<file path="config.mk">
export PLATFORM = sky130hd
export DESIGN_NAME = dw_cycle_seq
export DESIGN_NICKNAME = d
export VERILOG_FILES = /design/src/rtl/dw_seq_pkg.sv /design/src/rtl/dw_tune_bank.sv /design/src/rtl/dw_strobe_gen.sv /design/src/rtl/dw_cycle_seq.sv
export SDC_FILE = /design/constraint.sdc
export NUM_CORES = 1
export LEC_CHECK = 0
export ABC_AREA = 1
export BUFFER_PORTS_ARGS = -buffer_cell sky130_fd_sc_hd__buf_2
export CORE_ASPECT_RATIO = 0.7
export CORE_UTILIZATION = 62
export CTS_CLUSTER_DIAMETER = 120
export CTS_CLUSTER_SIZE = 28
export DETAILED_ROUTE_END_ITERATION = 16
export GPL_ROUTABILITY_DRIVEN = 0
export GPL_TIMING_DRIVEN = 0
export PLACE_DENSITY_LB_ADDON = 0.08
export RECOVER_POWER = 100
export SLEW_MARGIN = 20
export SYNTH_ARGS = -nofsm -noshare
export SYNTH_HDL_FRONTEND = slang
export SYNTH_SLANG_ARGS = --single-unit
</file>
<file path="constraint.sdc">
create_clock -name clk -period 4.2 [get_ports clk]
set_input_delay 0.21 -clock clk [delete_from_list [all_inputs] [get_ports clk]]
set_output_delay 0.21 -clock clk [all_outputs]
set_load 0.03 [all_outputs]
</file>
<file path="src/rtl/dw_seq_pkg.sv">
package dw_seq_pkg;

    typedef enum logic [2:0] {SG_IDLE, SG_DLY, SG_S1, SG_GAP, SG_S2, SG_REL} sg_state_e;
    typedef enum logic [1:0] {C_IDLE, C_RUN, C_FIN} ctl_state_e;

    typedef struct packed {
        logic        wr;
        logic        lng;
        logic [4:0]  n;
        logic [3:0]  a;
        logic [3:0]  f;
        logic [31:0] wd;
    } cmd_t;

    typedef struct packed {
        logic        q;
        logic        x;
        logic [23:0] r;
    } resp_t;

    localparam logic [3:0] F_STREAM = 4'd5;

    function automatic int imax(int l, int r);
        return (l > r) ? l : r;
    endfunction

    function automatic cmd_t decode(logic wr, logic lng, logic [14:2] addr, logic [31:0] wd);
        cmd_t c;
        c.wr  = wr;
        c.lng = lng;
        c.n   = addr[14:10];
        c.a   = addr[9:6];
        c.f   = addr[5:2];
        c.wd  = wd;
        return c;
    endfunction

    function automatic logic is_stream(cmd_t c);
        return !c.wr && (c.f == F_STREAM);
    endfunction

    function automatic logic [31:0] pack_read(resp_t p, logic lng);
        return lng ? {p.q, p.x, 6'b0, p.r} : {16'b0, p.r[15:0]};
    endfunction

    function automatic logic [23:0] drive_data(cmd_t c);
        if (!c.wr || c.f[3]) return '0;
        return c.lng ? c.wd[23:0] : {8'b0, c.wd[15:0]};
    endfunction

endpackage

</file>
<file path="src/rtl/dw_tune_bank.sv">
module dw_tune_bank #(
    parameter int N_ST       = 24,
    parameter int ST_PER_REG = 8,
    parameter int REG_W      = 16
) (
    input  logic             clk,
    input  logic             rst,
    input  logic             we,
    input  logic [3:0]       sel,
    input  logic [REG_W-1:0] wdata,
    output logic [REG_W-1:0] rdata,
    input  logic [4:0]       look_n,
    output logic [1:0]       code
);
    localparam int NREG = N_ST / ST_PER_REG;

    logic [NREG*REG_W-1:0] flat;

    for (genvar g = 0; g < NREG; g++) begin : g_reg
        always_ff @(posedge clk) begin
            if (rst)
                flat[g*REG_W +: REG_W] <= '0;
            else if (we && sel == 4'(g))
                flat[g*REG_W +: REG_W] <= wdata;
        end
    end

    always_comb begin
        rdata = '0;
        for (int i = 0; i < NREG; i++)
            if (sel == 4'(i)) rdata = flat[i*REG_W +: REG_W];
    end

    always_comb begin
        code = 2'b00;
        for (int s = 0; s < N_ST; s++)
            if (look_n == 5'(s + 1)) code = flat[2*s +: 2];
    end

endmodule

</file>
<file path="src/rtl/dw_strobe_gen.sv">
module dw_strobe_gen
    import dw_seq_pkg::*;
#(
    parameter int DLY0       = 20,
    parameter int DLY1       = 15,
    parameter int DLY2       = 10,
    parameter int STRB       = 10,
    parameter int STRB_SHORT = 5,
    parameter int GAP        = 5
) (
    input  logic       clk,
    input  logic       rst,
    input  logic       start,
    input  logic [1:0] code,
    output logic       busy,
    output logic       s1,
    output logic       s2,
    output logic       cap_en,
    output logic       end_p
);
    localparam int MAXT = imax(imax(DLY0, DLY1), imax(imax(DLY2, STRB), GAP));
    localparam int CW   = $clog2(MAXT + 1);

    sg_state_e    st;
    logic [CW-1:0] cnt;
    logic [CW-1:0] wid;

    always_ff @(posedge clk) begin
        if (rst) begin
            st  <= SG_IDLE;
            cnt <= '0;
            wid <= '0;
        end else begin
            case (st)
                SG_IDLE: if (start) begin
                    st <= SG_DLY;
                    case (code)
                        2'b00:   cnt <= CW'(DLY0 - 1);
                        2'b01:   cnt <= CW'(DLY1 - 1);
                        default: cnt <= CW'(DLY2 - 1);
                    endcase
                    wid <= (code == 2'b11) ? CW'(STRB_SHORT - 1) : CW'(STRB - 1);
                end
                SG_DLY: if (cnt == '0) begin st <= SG_S1; cnt <= wid; end
                        else cnt <= cnt - 1'b1;
                SG_S1:  if (cnt == '0) begin st <= SG_GAP; cnt <= CW'(GAP - 1); end
                        else cnt <= cnt - 1'b1;
                SG_GAP: if (cnt == '0) begin st <= SG_S2; cnt <= wid; end
                        else cnt <= cnt - 1'b1;
                SG_S2:  if (cnt == '0) st <= SG_REL;
                        else cnt <= cnt - 1'b1;
                default: st <= SG_IDLE;
            endcase
        end
    end

    assign busy   = st inside {SG_DLY, SG_S1, SG_GAP, SG_S2};
    assign s1     = (st == SG_S1);
    assign s2     = (st == SG_S2);
    assign cap_en = (st == SG_S1) && (cnt == '0);
    assign end_p  = (st == SG_REL);

endmodule

</file>
<file path="src/rtl/dw_cycle_seq.sv">
module dw_cycle_seq
    import dw_seq_pkg::*;
#(
    parameter int         N_ST       = 24,
    parameter int         ST_PER_REG = 8,
    parameter int         REG_W      = 16,
    parameter logic [4:0] LOCAL_N    = 5'd30,
    parameter int         DLY0       = 20,
    parameter int         DLY1       = 15,
    parameter int         DLY2       = 10,
    parameter int         STRB       = 10,
    parameter int         STRB_SHORT = 5,
    parameter int         GAP        = 5
) (
    input  logic        clk,
    input  logic        rst,
    input  logic        req_valid,
    input  logic        req_write,
    input  logic        req_long,
    input  logic [14:2] req_addr,
    input  logic [31:0] req_wdata,
    output logic        done,
    output logic [31:0] rd_data,
    output logic        dw_busy,
    output logic        dw_s1,
    output logic        dw_s2,
    output logic [4:0]  dw_n,
    output logic [3:0]  dw_a,
    output logic [4:0]  dw_f,
    output logic [23:0] dw_w,
    input  logic [23:0] dw_r,
    input  logic        dw_q,
    input  logic        dw_x
);
    ctl_state_e ctl;
    cmd_t       in_cmd, pend, cur, scmd;
    resp_t      cap, buff;
    logic       pend_valid, stream_on, pf_want, buf_valid, cur_pf, fin_done;
    logic [31:0] rd_q;

    logic       in_hit, pend_hit, go_buf, go_host, go_local, go_dw, go_pf;
    logic       sg_start, cap_en, end_p;
    logic [4:0] look_n;
    logic [1:0] code;
    logic [REG_W-1:0] tune_rdata;

    assign in_cmd   = decode(req_write, req_long, req_addr, req_wdata);
    assign in_hit   = is_stream(in_cmd) && stream_on && in_cmd.n == scmd.n && in_cmd.a == scmd.a;
    assign pend_hit = is_stream(pend) && stream_on && pend.n == scmd.n && pend.a == scmd.a;

    assign go_buf   = (ctl == C_IDLE) && pend_valid && pend_hit && buf_valid;
    assign go_host  = (ctl == C_IDLE) && pend_valid && !pend_hit;
    assign go_local = go_host && (pend.n == LOCAL_N);
    assign go_dw    = go_host && (pend.n != LOCAL_N);
    assign go_pf    = (ctl == C_IDLE) && !go_buf && !go_host && pf_want;
    assign sg_start = go_dw || go_pf;
    assign look_n   = go_pf ? scmd.n : pend.n;

    dw_tune_bank #(.N_ST(N_ST), .ST_PER_REG(ST_PER_REG), .REG_W(REG_W)) u_tune (
        .clk(clk), .rst(rst),
        .we(go_local && pend.wr), .sel(pend.a), .wdata(pend.wd[REG_W-1:0]),
        .rdata(tune_rdata), .look_n(look_n), .code(code)
    );

    dw_strobe_gen #(.DLY0(DLY0), .DLY1(DLY1), .DLY2(DLY2), .STRB(STRB),
                    .STRB_SHORT(STRB_SHORT), .GAP(GAP)) u_strobe (
        .clk(clk), .rst(rst), .start(sg_start), .code(code),
        .busy(dw_busy), .s1(dw_s1), .s2(dw_s2), .cap_en(cap_en), .end_p(end_p)
    );

    always_ff @(posedge clk) begin
        if (rst) cap <= '0;
        else if (cap_en) cap <= '{q: dw_q, x: dw_x, r: dw_r};
    end

    always_ff @(posedge clk) begin
        if (rst) begin
            ctl <= C_IDLE; pend <= '0; cur <= '0; scmd <= '0; buff <= '0;
            pend_valid <= 1'b0; stream_on <= 1'b0; pf_want <= 1'b0;
            buf_valid <= 1'b0; cur_pf <= 1'b0; fin_done <= 1'b0; rd_q <= '0;
        end else begin
            case (ctl)
                C_IDLE: begin
                    if (go_buf) begin
                        rd_q       <= pack_read(buff, pend.lng);
                        buf_valid  <= 1'b0;
                        pend_valid <= 1'b0;
                        if (buff.q) pf_want <= 1'b1;
                        else        stream_on <= 1'b0;
                        fin_done   <= 1'b1;
                        ctl        <= C_FIN;
                    end else if (go_local) begin
                        rd_q       <= pend.wr ? '0 : {{(32-REG_W){1'b0}}, tune_rdata};
                        pend_valid <= 1'b0;
                        fin_done   <= 1'b1;
                        ctl        <= C_FIN;
                    end else if (go_dw) begin
                        cur        <= pend;
                        cur_pf     <= 1'b0;
                        pend_valid <= 1'b0;
                        ctl        <= C_RUN;
                    end else if (go_pf) begin
                        cur     <= scmd;
                        cur_pf  <= 1'b1;
                        pf_want <= 1'b0;
                        ctl     <= C_RUN;
                    end
                end
                C_RUN: if (end_p) begin
                    ctl <= C_FIN;
                    if (cur_pf) begin
                        buff      <= cap;
                        buf_valid <= stream_on;
                        fin_done  <= 1'b0;
                    end else begin
                        rd_q     <= pack_read(cap, cur.lng);
                        fin_done <= 1'b1;
                        if (is_stream(cur) && cap.q) begin
                            stream_on <= 1'b1;
                            scmd      <= cur;
                            pf_want   <= 1'b1;
                        end
                    end
                end
                default: ctl <= C_IDLE;
            endcase
            if (req_valid) begin
                pend       <= in_cmd;
                pend_valid <= 1'b1;
                if (!in_hit) begin
                    stream_on <= 1'b0;
                    buf_valid <= 1'b0;
                    pf_want   <= 1'b0;
                end
            end
        end
    end

    assign done    = (ctl == C_FIN) && fin_done;
    assign rd_data = rd_q;
    assign dw_n    = dw_busy ? cur.n : '0;
    assign dw_a    = dw_busy ? cur.a : '0;
    assign dw_f    = dw_busy ? {cur.wr, cur.f} : '0;
    assign dw_w    = dw_busy ? drive_data(cur) : '0;

endmodule

</file>
==> Yosys cells after proc, flatten, opt, wreduce, memory -nomap -nowiden <==
Index checks and enable logic that the tools add are counted.
{ "word_totals": {"word_cells": 253, "regBits": 294, "out_inout_bits": 74, "input_bits": 76} }
{ "op_classes": {"n_mux": 102, "n_reduce_logical": 55, "n_bitwise": 3, "n_eq_ne": 54, "add_sub_neg": 1} }
{ "op_table": {"columns": ["cell", "count"], "rows": [
  ["two-way mux 32 bit", 6],
  ["two-way mux 24 bit", 4],
  ["two-way mux 47 bit", 2],
  ["two-way mux 16 bit", 4],
  ["one-hot mux 32 bit (2 select lines)", 1],
  ["two-way mux 2 bit", 29],
  ["equality test 5 bit (second input constant)", 10],
  ["equality test 5 x 4 -> 1 bit (second input constant)", 8],
  ["two-way mux 5 bit", 7],
  ["two-way mux 1 bit", 34],
  ["logical AND 1 bit", 25],
  ["equality test 5 x 3 -> 1 bit (second input constant)", 4],
  ["one-hot mux 5 bit (4 select lines)", 1],
  ["two-way mux 3 bit", 5],
  ["one-hot mux 3 bit (5 select lines)", 1],
  ["equality test 4 x 3 -> 1 bit (second input constant)", 3],
  ["AND reduction 4 bit", 3],
  ["nonzero test 4 bit", 3],
  ["equality test 5 x 2 -> 1 bit (second input constant)", 2],
  ["equality test 5 bit", 2],
  ["inequality test 5 bit (second input constant)", 2],
  ["one-hot mux 5 bit (2 select lines)", 1],
  ["AND reduction 3 bit", 3],
  ["equality test 4 bit", 2],
  ["other kinds (26)", 53]
]} }

==> Depth between registers and ports, before layout <==
Gate-level depths: netlist of the first run.
{ "depth": {"depth_word": 41, "depth_mapped": 32, "depth_no_buf": 32} }

==> Modules after synthesis <==
A second synthesis of the first run with hierarchy kept.
{ "hier_totals": {"hier_cells": 1903, "area_unflattened_um2": 12794.8} }
{ "modules_own_cells": {"columns": ["mod", "cells_per_inst", "seq_area_each_um2", "n_inst", "area_per_inst_um2"], "rows": [
  ["dw_cycle_seq", 1413, 4063.9, 1, 9475.3],
  ["dw_tune_bank", 376, 960.9, 1, 2555.0],
  ["dw_strobe_gen", 114, 200.2, 1, 764.5]
]} }

==> Least setup slack after synthesis of the first run <==
Ideal clock, no wire load.
{ "synth_path": {"path_kind": "register to output", "from": "register u_strobe.st[0]", "to": "output dw_w[16]", "t_required_ps": 3990, "path_buffers": 0, "setup_slack_ps": 1477, "arrival_time_ps": 2513, "stages_incl_launch_ff": 8, "cell_sequence": "dfxtp_1 > nor2_1 > inv_1 > nor2_1 > nor2_1 > inv_1 > nand2_1 > nor3_1"} }
{ "synth_between": {"elab_chain_cells": 3, "word_cells_on_any_way": 6, "cone_classes": "4 x eq/ne; 1 x mux; 1 x reduce/logical"} }
{ "synth_rtl": {"columns": ["element", "line", "text"], "rows": [
  ["start, declared", "dw_strobe_gen.sv:24", "sg_state_e st;"],
  ["start signal, assigned", "dw_strobe_gen.sv:30", "st <= SG_IDLE;"],
  ["start signal, assigned", "dw_strobe_gen.sv:36", "st <= SG_DLY;"],
  ["start signal, assigned", "dw_strobe_gen.sv:44", "SG_DLY: if (cnt == '0) begin st <= SG_S1; cnt <= wid; end"],
  ["equality test 3 bit", null, null],
  ["via dw_s2", "dw_cycle_seq.sv:26", "output logic dw_s2,"],
  ["nonzero test 4 bit", "dw_strobe_gen.sv:57", "assign busy = st inside {SG_DLY, SG_S1, SG_GAP, SG_S2};"],
  ["via dw_busy", "dw_cycle_seq.sv:24", "output logic dw_busy,"],
  ["two-way mux 24 bit", "dw_cycle_seq.sv:144", "assign dw_w = dw_busy ? drive_data(cur) : '0;"],
  ["end, declared", "dw_cycle_seq.sv:30", "output logic [23:0] dw_w,"]
]} }
The timed path passes the listed nets, and every way through them passes these cells.

==> Worst setup path after layout of the first run <==
{ "layout_path": {"from": "register pend[46] in the netlist's numbering", "to": "register rd_q[8], in the netlist rd_data[8]"} }
{ "layout_between": {"elab_chain_cells": 10, "word_cells_on_any_way": 16, "cone_classes": "1 x eq/ne; 4 x mux; 11 x reduce/logical"} }
{ "layout_rtl": {"columns": ["element", "line", "text"], "rows": [
  ["start, declared", "dw_cycle_seq.sv:36", "cmd_t in_cmd, pend, cur, scmd;"],
  ["start signal, assigned", "dw_cycle_seq.sv:128", "pend <= in_cmd;"],
  ["zero test 1 bit", "dw_seq_pkg.sv:39", "return !c.wr && (c.f == F_STREAM);"],
  ["logical AND 1 bit", "dw_seq_pkg.sv:39", null],
  ["logical AND 1 bit (3 in series)", "dw_cycle_seq.sv:49", "assign pend_hit = is_stream(pend) && stream_on && pend.n == scmd.n && pend.a == scmd.a;"],
  ["zero test 1 bit", "dw_cycle_seq.sv:52", "assign go_host = (ctl == C_IDLE) && pend_valid && !pend_hit;"],
  ["logical AND 1 bit", "dw_cycle_seq.sv:52", null],
  ["logical AND 1 bit", "dw_cycle_seq.sv:53", "assign go_local = go_host && (pend.n == LOCAL_N);"],
  ["inequality test 3 bit (no line)", null, null],
  ["AND reduction 4 bit (no line)", null, null],
  ["end signal, assigned", "dw_cycle_seq.sv:85", "rd_q <= pack_read(buff, pend.lng);"],
  ["end signal, assigned", "dw_cycle_seq.sv:93", "rd_q <= pend.wr ? '0 : {{(32-REG_W){1'b0}}, tune_rdata};"],
  ["end signal, assigned", "dw_cycle_seq.sv:116", "rd_q <= pack_read(cap, cur.lng);"],
  ["end, declared", "dw_cycle_seq.sv:39", "logic [31:0] rd_q;"]
]} }
Several ways; a longest one is shown, not always the timed one. The select of a mux whose other input is x is not followed.
A chain may end at the register's enable or synchronous reset.

==> out/metrics.cfg, run 1 <==
[synthesis]
synth_edf_count = 0
synth_ff_type = dfxtp_1
syn-cell-area_um2 = 11500
synth_cells = 1574
async_flop_share_pct = 0
avgSynthCellArea_um2 = 7.29
ys_warn_count = 0
seq_area_frac_synth_pct = 45.5
synth_cell_types = 42
ys_ff_latch = 261

[pwr]
p_int_mw = 3.61
powerDensity_nw_per_um2 = 428
sw_frac_of_total_pct = 35.2
ir_drop_uv = 487
p_comb_share_pct = 25.1
p_sw_mw = 1.96
leakage_nw = 4.89
seqPwrFrac_pct = 50.1
pwr-share-clk_pct = 24.8

[timing]
whs_ps = 0.394
max_freq_ghz = 0.257
skew_ps = 27.6
grt_setup_unrepaired = no
drv_slew = 0
tightest_slew_ps = 1120
finalSetupTns_ps = 0
setup_viol = 0
finalHoldViolations = 0
maxSlewHeadroom_pct = 24.7
timing.final.crit_period_ps = 3890
post-route-period-util_pct = 92.6

[global_route]
gr-total-overflow = 0
antenna_found_initial = 0
grt_pass1_wl_um = 57000
grt_pass1_vias = 10500
grt_max_degree = 29
globalRouteTotalUtil_pct = 38.3

[flow_run]
drv_cap = 0

[final_layout]
layout-area-overhead-vs-synth_pct = 13.3
seqCellArea_um2 = 5230
num_antenna_cells = 0
drive_gt1_share_pct = 6.61
post-route-util_pct = 72.0
fill_cells = 1571
multiInputGateArea_um2 = 5270
stdcell_count = 1991
nets = 1833

[floorplanning]
die_height_um = 116
pin_count = 150
die-area_um2 = 19100
start_util_pct = 63.6
die_w_um = 165
fp-row-count = 41
fp.coreArea_um2 = 18100

[route]
viasPerCell = 6.08
routedWlPerCell_um = 18.4
drc_errors = 0
final_antenna_net_count = 0
drtIter0Drc = 1732
wl_um = 36600
dr.pass1.iters = 8
num_vias = 12100

[worst_setup_path]
crit_arrival_ps = 4310
cp-end-kind = flop
worstSetupStartpointType = flop
worst_ep_required_time_ps = 4620
crit_type = reg -> reg
cp_max_fo = 10

[clock_tree]
cts_buffers = 13
htree_levels = 1
cts-root-buf = clkbuf_16
clk_path_buf_depth = 3
cts_tree = yes
clock_sinks = 261
cts.reportedPaths.clkPinSlew_ps = 110
clkLatencyLatePin_ps = 490

[placed_design]
hpwl_um = 27300
place_inst = 1949
portBuffers = 134

[outcome]
status = completed

[worst_hold_path]
min_path_type = in -> reg

==> final cells by class <==
type,instances,area share (%)
plain buffers,111,3.38
clock buffers,13,2.50
clock inverters,1,0.154
inverters,151,4.36
multi-input cells,1056,40.5
flip-flops and latches,261,40.2
well taps,236,2.27
repair buffers,162,6.66
==> cells by family after synthesis <==
logic type                 synth area share (%)
AOI/OAI and AO/OA                          25.6
xor gates and xnor gates                  0.305
adders and majority gates                 0.109
buffers and inverters                      8.76
DFF                                        45.5
other                                    0.0327
and+or+nand+nor                            19.7
==> power by group through the flow <==
stage | Sequential (mW) | Clock [mW] | Combinational, mW
global placement | 2.84 | 0 | 1.32
global route | 2.81 | 1.46 | 1.54
detailed placement | 2.84 | 0 | 1.35
floorplan | 2.85 | 0 | 0.905
CTS | 2.79 | 1.38 | 1.37
finish | 2.79 | 1.38 | 1.40
==> layout by cell type (no fill, tap or decap), types with 3 or more instances in the layout <==
master         count
dfxtp_1          261
nor2_1           226
o21ai_0          189
nand2_1          186
clkbuf_1         171
a21oi_1          149
inv_1            138
a211oi_1          96
buf_2             66
nand3_1           48
nor3_1            41
dlygate4sd3_1     28
a31oi_1           23
nand4_1           21
o211ai_1          17
clkbuf_16         13
inv_2             12
a221oi_1           9
nand2_2            6
buf_4              6
conb_1             6
xor2_1             4
o22ai_1            4
o221ai_1           3
o2111ai_1          3
nor2_2             3
==> worst max-delay path, cell delays in order, from the launching register on <==
cell	delay [ps]
dfxtp_1	400
inv_1	220
nand4_1	190
nor2_1	120
nand3_1	70
nor4_1	180
nand2_1	180
nor2_1	130
inv_1	60
nor2_1	330
inv_1	230
nand3_1	130
o21ai_0	180
a21oi_1	440
clkbuf_1	510
o211ai_1	260
a21oi_1	190
==> per-layer routing <==
layer	GRT usage [%]	share of wire [%]	vias to the layer above
met5	0	0	-
met4	12.2	3.0	0
met3	7.87	12	79
met2	54.0	40	759
met1	57.9	45	5561
li1	-	-	5709
==> what timing repair did <==
item                                   in CTS  in global routing
endpoints found under the hold margin      28                  0
hold buffers                               28                  0
gates resized for setup                     0                  0
setup buffers                               0                  0
==> path summary, 6_finish.rpt <==
path                               startpoint         end  slack (ps)  cells after the start
worst max-delay path                 pend[46]  rd_data[8]         310                     16
worst max register to register       pend[46]  rd_data[8]         310                     16
worst min-delay path            req_wdata[16]    pend[16]         0.4                      3
worst min register to register       scmd[33]    scmd[33]         460                      2
==> synth_stat cells (all sizes together), types with 2 or more instances <==
master | count | share of area, %
nor4 | 2 | 0.11
o211ai | 17 | 1.1
nand4 | 21 | 1.1
o2111ai | 3 | 0.23
dfxtp | 261 | 46
a21oi | 150 | 6.6
nor3 | 41 | 1.8
nor2 | 229 | 7.6
or2 | 2 | 0.11
clkbuf | 97 | 3.2
a311oi | 2 | 0.15
nand2 | 193 | 6.5
o22ai | 4 | 0.22
a211oi | 96 | 6.3
o311ai | 2 | 0.15
a221oi | 9 | 0.69
nand3 | 50 | 2.3
o21ai | 192 | 8.4
buf | 14 | 0.65
xor2 | 4 | 0.31
o221ai | 3 | 0.23
a31oi | 23 | 1.3
inv | 150 | 4.9
==> flip-flops by register name, summed over array words and instances (netlist names) <==
register,count
u_strobe.cnt,5
pend,39
stream_on,1
ctl,2
u_tune.flat,48
scmd,39
fin_done,1
u_strobe.st,3
cap,26
buff,26
pf_want,1
buf_valid,1
u_strobe.wid,2
pend_valid,1
cur,39
cur_pf,1
rd_data,26
==> metrics by stage <==
step | area, um^2 | power (mW) | worst slack (ps)
detailed placement | 12500 | 4.19 | 583
finish | 13000 | 5.57 | 310
global route | 13000 | 5.81 | 1.94
CTS | 13100 | 5.53 | 527
floorplan | 11500 | 3.75 | 1480
global placement | 12500 | 4.15 | 533
Note: power is estimated with default switching activity, not from simulation.
==> run 2: changes to the inputs <==
--- a/config.mk
+++ b/config.mk
@@ -15,7 +15,7 @@
 export GPL_ROUTABILITY_DRIVEN = 0
 export GPL_TIMING_DRIVEN = 0
 export PLACE_DENSITY_LB_ADDON = 0.08
-export RECOVER_POWER = 100
+export RECOVER_POWER = 50
 export SLEW_MARGIN = 20
 export SYNTH_ARGS = -nofsm -noshare
 export SYNTH_HDL_FRONTEND = slang
==> run 2 against run 1 <==
Hold slack gained 2.7 ps. Sequential power is essentially flat. Power is essentially flat. Sequential share of layout area is 0.065 points lower. Global-route usage unchanged. Maximum frequency shrank 0.55%. Non-clock buffer count did not move. Largest power group unchanged. Sequential cell count did not move.
==> out/metrics.cfg, run 2 (synthesized netlist as in run 1, its figures left out) <==
[timing]
tightest_slew_ps = 1180  ; +60.9 ps
worst_slack_ps = 288  ; -21.4 ps
timing.final.crit_period_ps = 3910  ; +21.4 ps
finalHoldViolations = 0  ; unchanged
maxSlewHeadroom_pct = 20.6  ; -4.1 points
finalSetupTns_ps = 0  ; unchanged
max_freq_ghz = 0.256  ; -0.55%
whs_ps = 3.09  ; +2.70 ps
drv_slew = 0  ; unchanged
setup_viol = 0  ; unchanged
skew_ps = 27.8  ; +0.212 ps
grt_setup_unrepaired = no
post-route-period-util_pct = 93.1  ; +0.51 points

[worst_hold_path]
min_path_type = in -> reg

[pwr]
p_sw_mw = 1.95  ; -0.24%
leakage_nw = 4.96  ; +1.5%
ir_drop_uv = 488  ; +0.20%
p_total_mw = 5.57  ; about the same
sw_frac_of_total_pct = 35.1  ; -0.064 points
pwr-share-clk_pct = 24.7  ; about the same
p_comb_share_pct = 25.1  ; about the same
powerDensity_nw_per_um2 = 427  ; -0.22%
seqPwrFrac_pct = 50.1  ; about the same
p_int_mw = 3.61  ; about the same

[route]
wl_met1_um = 16100  ; -1.3%
wl_met3_um = 4610  ; +3.7%
drtIter0Drc = 1736  ; +0.23%
highest_layer = met4
dr_wl_met2_um = 14600  ; -1.5%
drc_errors = 0  ; unchanged
num_vias = 12200  ; +1.1%
routedWlPerCell_um = 18.4  ; -0.25%
final_antenna_net_count = 0  ; unchanged
dr.pass1.iters = 6  ; -2
viasPerCell = 6.15  ; +1.1%
wl_um = 36600  ; -0.25%

[worst_setup_path]
slowest_delay_ps = 400  ; -110 ps
worstSetupStartpointType = flop
crit_top_cell = nand2_1
worst_ep_required_time_ps = 4560  ; -60 ps
crit_arrival_ps = 4270  ; -40 ps
crit_type = reg -> reg
cp-end-kind = flop
r2r_slack_ps = 290  ; -20 ps
cp_max_fo = 10  ; unchanged
cpMaxStageDelayCell = dfxtp_1

[final_layout]
finalInstanceArea_um2 = 13000  ; +0.16%
layout_common_cells = dfxtp_1, nor2_1, o21ai_0
num_antenna_cells = 0  ; unchanged
stdcell_count = 1991  ; unchanged
drive_gt1_share_pct = 7.64  ; +1.0 points
largest_reg_flops = 48  ; unchanged
nets = 1833  ; unchanged
layout-area-overhead-vs-synth_pct = 13.5
top_register = u_tune.flat
post-route-util_pct = 72.2  ; +0.12 points
final_common_cell = dfxtp_1

[clock_tree]
postCtsHoldBufs = 28  ; unchanged
cts_resized = 0  ; unchanged
cts_buffers = 13  ; unchanged
clk_path_buf_depth = 3  ; unchanged
htree_levels = 1  ; unchanged
cts-root-buf = clkbuf_16
clock_sinks = 261  ; unchanged
post_cts_buffers = 0  ; unchanged
cts_tree = yes
cts.reportedPaths.clkPinSlew_ps = 110  ; about the same
clkLatencyLatePin_ps = 490  ; about the same

[floorplanning]
pin_count = 150  ; unchanged
fp-row-count = 41  ; unchanged
die_w_um = 165  ; unchanged
die_height_um = 116  ; unchanged
fp.coreArea_um2 = 18100  ; unchanged
die-area_um2 = 19100  ; unchanged
start_util_pct = 63.6  ; unchanged

[outcome]
status = completed

[global_route]
globalRouteTotalUtil_pct = 38.3  ; unchanged
gr-total-overflow = 0  ; unchanged
antenna_found_initial = 0  ; unchanged
grt_pass1_wl_um = 57000  ; unchanged
grt_max_degree = 29  ; unchanged
grt_pass1_vias = 10500  ; unchanged

[placed_design]
hpwl_um = 27300  ; unchanged
place_area_um2 = 12500  ; unchanged
dpl_worst_slack_ps = 583  ; unchanged
place_inst = 1949  ; unchanged
portBuffers = 134  ; unchanged

[flow_run]
drv_cap = 0  ; unchanged

[run 2: path summary, 6_finish.rpt]
path	startpoint	end	cells after the start
setup reg to reg	pend[46]	u_strobe.cnt[2]	28
hold / removal	req_wdata[16]	pend[16]	3
setup / recovery	pend[46]	u_strobe.cnt[2]	28
hold reg to reg	scmd[33]	scmd[33]	2
[run 2: worst max-delay path: cells and delay by family (launching register included)]
kind | cells | cell delay (ps)
AND/OR/NAND/NOR | 25 | 2940
flip-flops | 1 | 400
buffers and inverters | 2 | 360
AO/OA/AOI/OAI | 1 | 60
[run 2: area by class of cell]
type	count	area, um^2
repair buffers	162	887
fillers	1563	5030
well taps	236	295
clock inverters	1	20.0
plain buffers	111	439
clock buffers	13	325
flip-flops and latches	261	5230
inverters	151	567
multi-input cells	1056	5270
[run 2: metal layers]
layer	global-route usage, %	vias up
met5	0	-
met4	12.2	0
met3	7.87	107
met2	54.0	855
met1	57.9	5573
li1	-	5703
[run 2: power groups by stage]
stage               combinational (mW)  sequential [mW]  clock (mW)
finish                            1.40             2.79        1.38
global route                      1.54             2.81        1.46
CTS                               1.37             2.79        1.38
detailed placement                1.35             2.84           0
global placement                  1.32             2.84           0
floorplan                        0.905             2.85           0
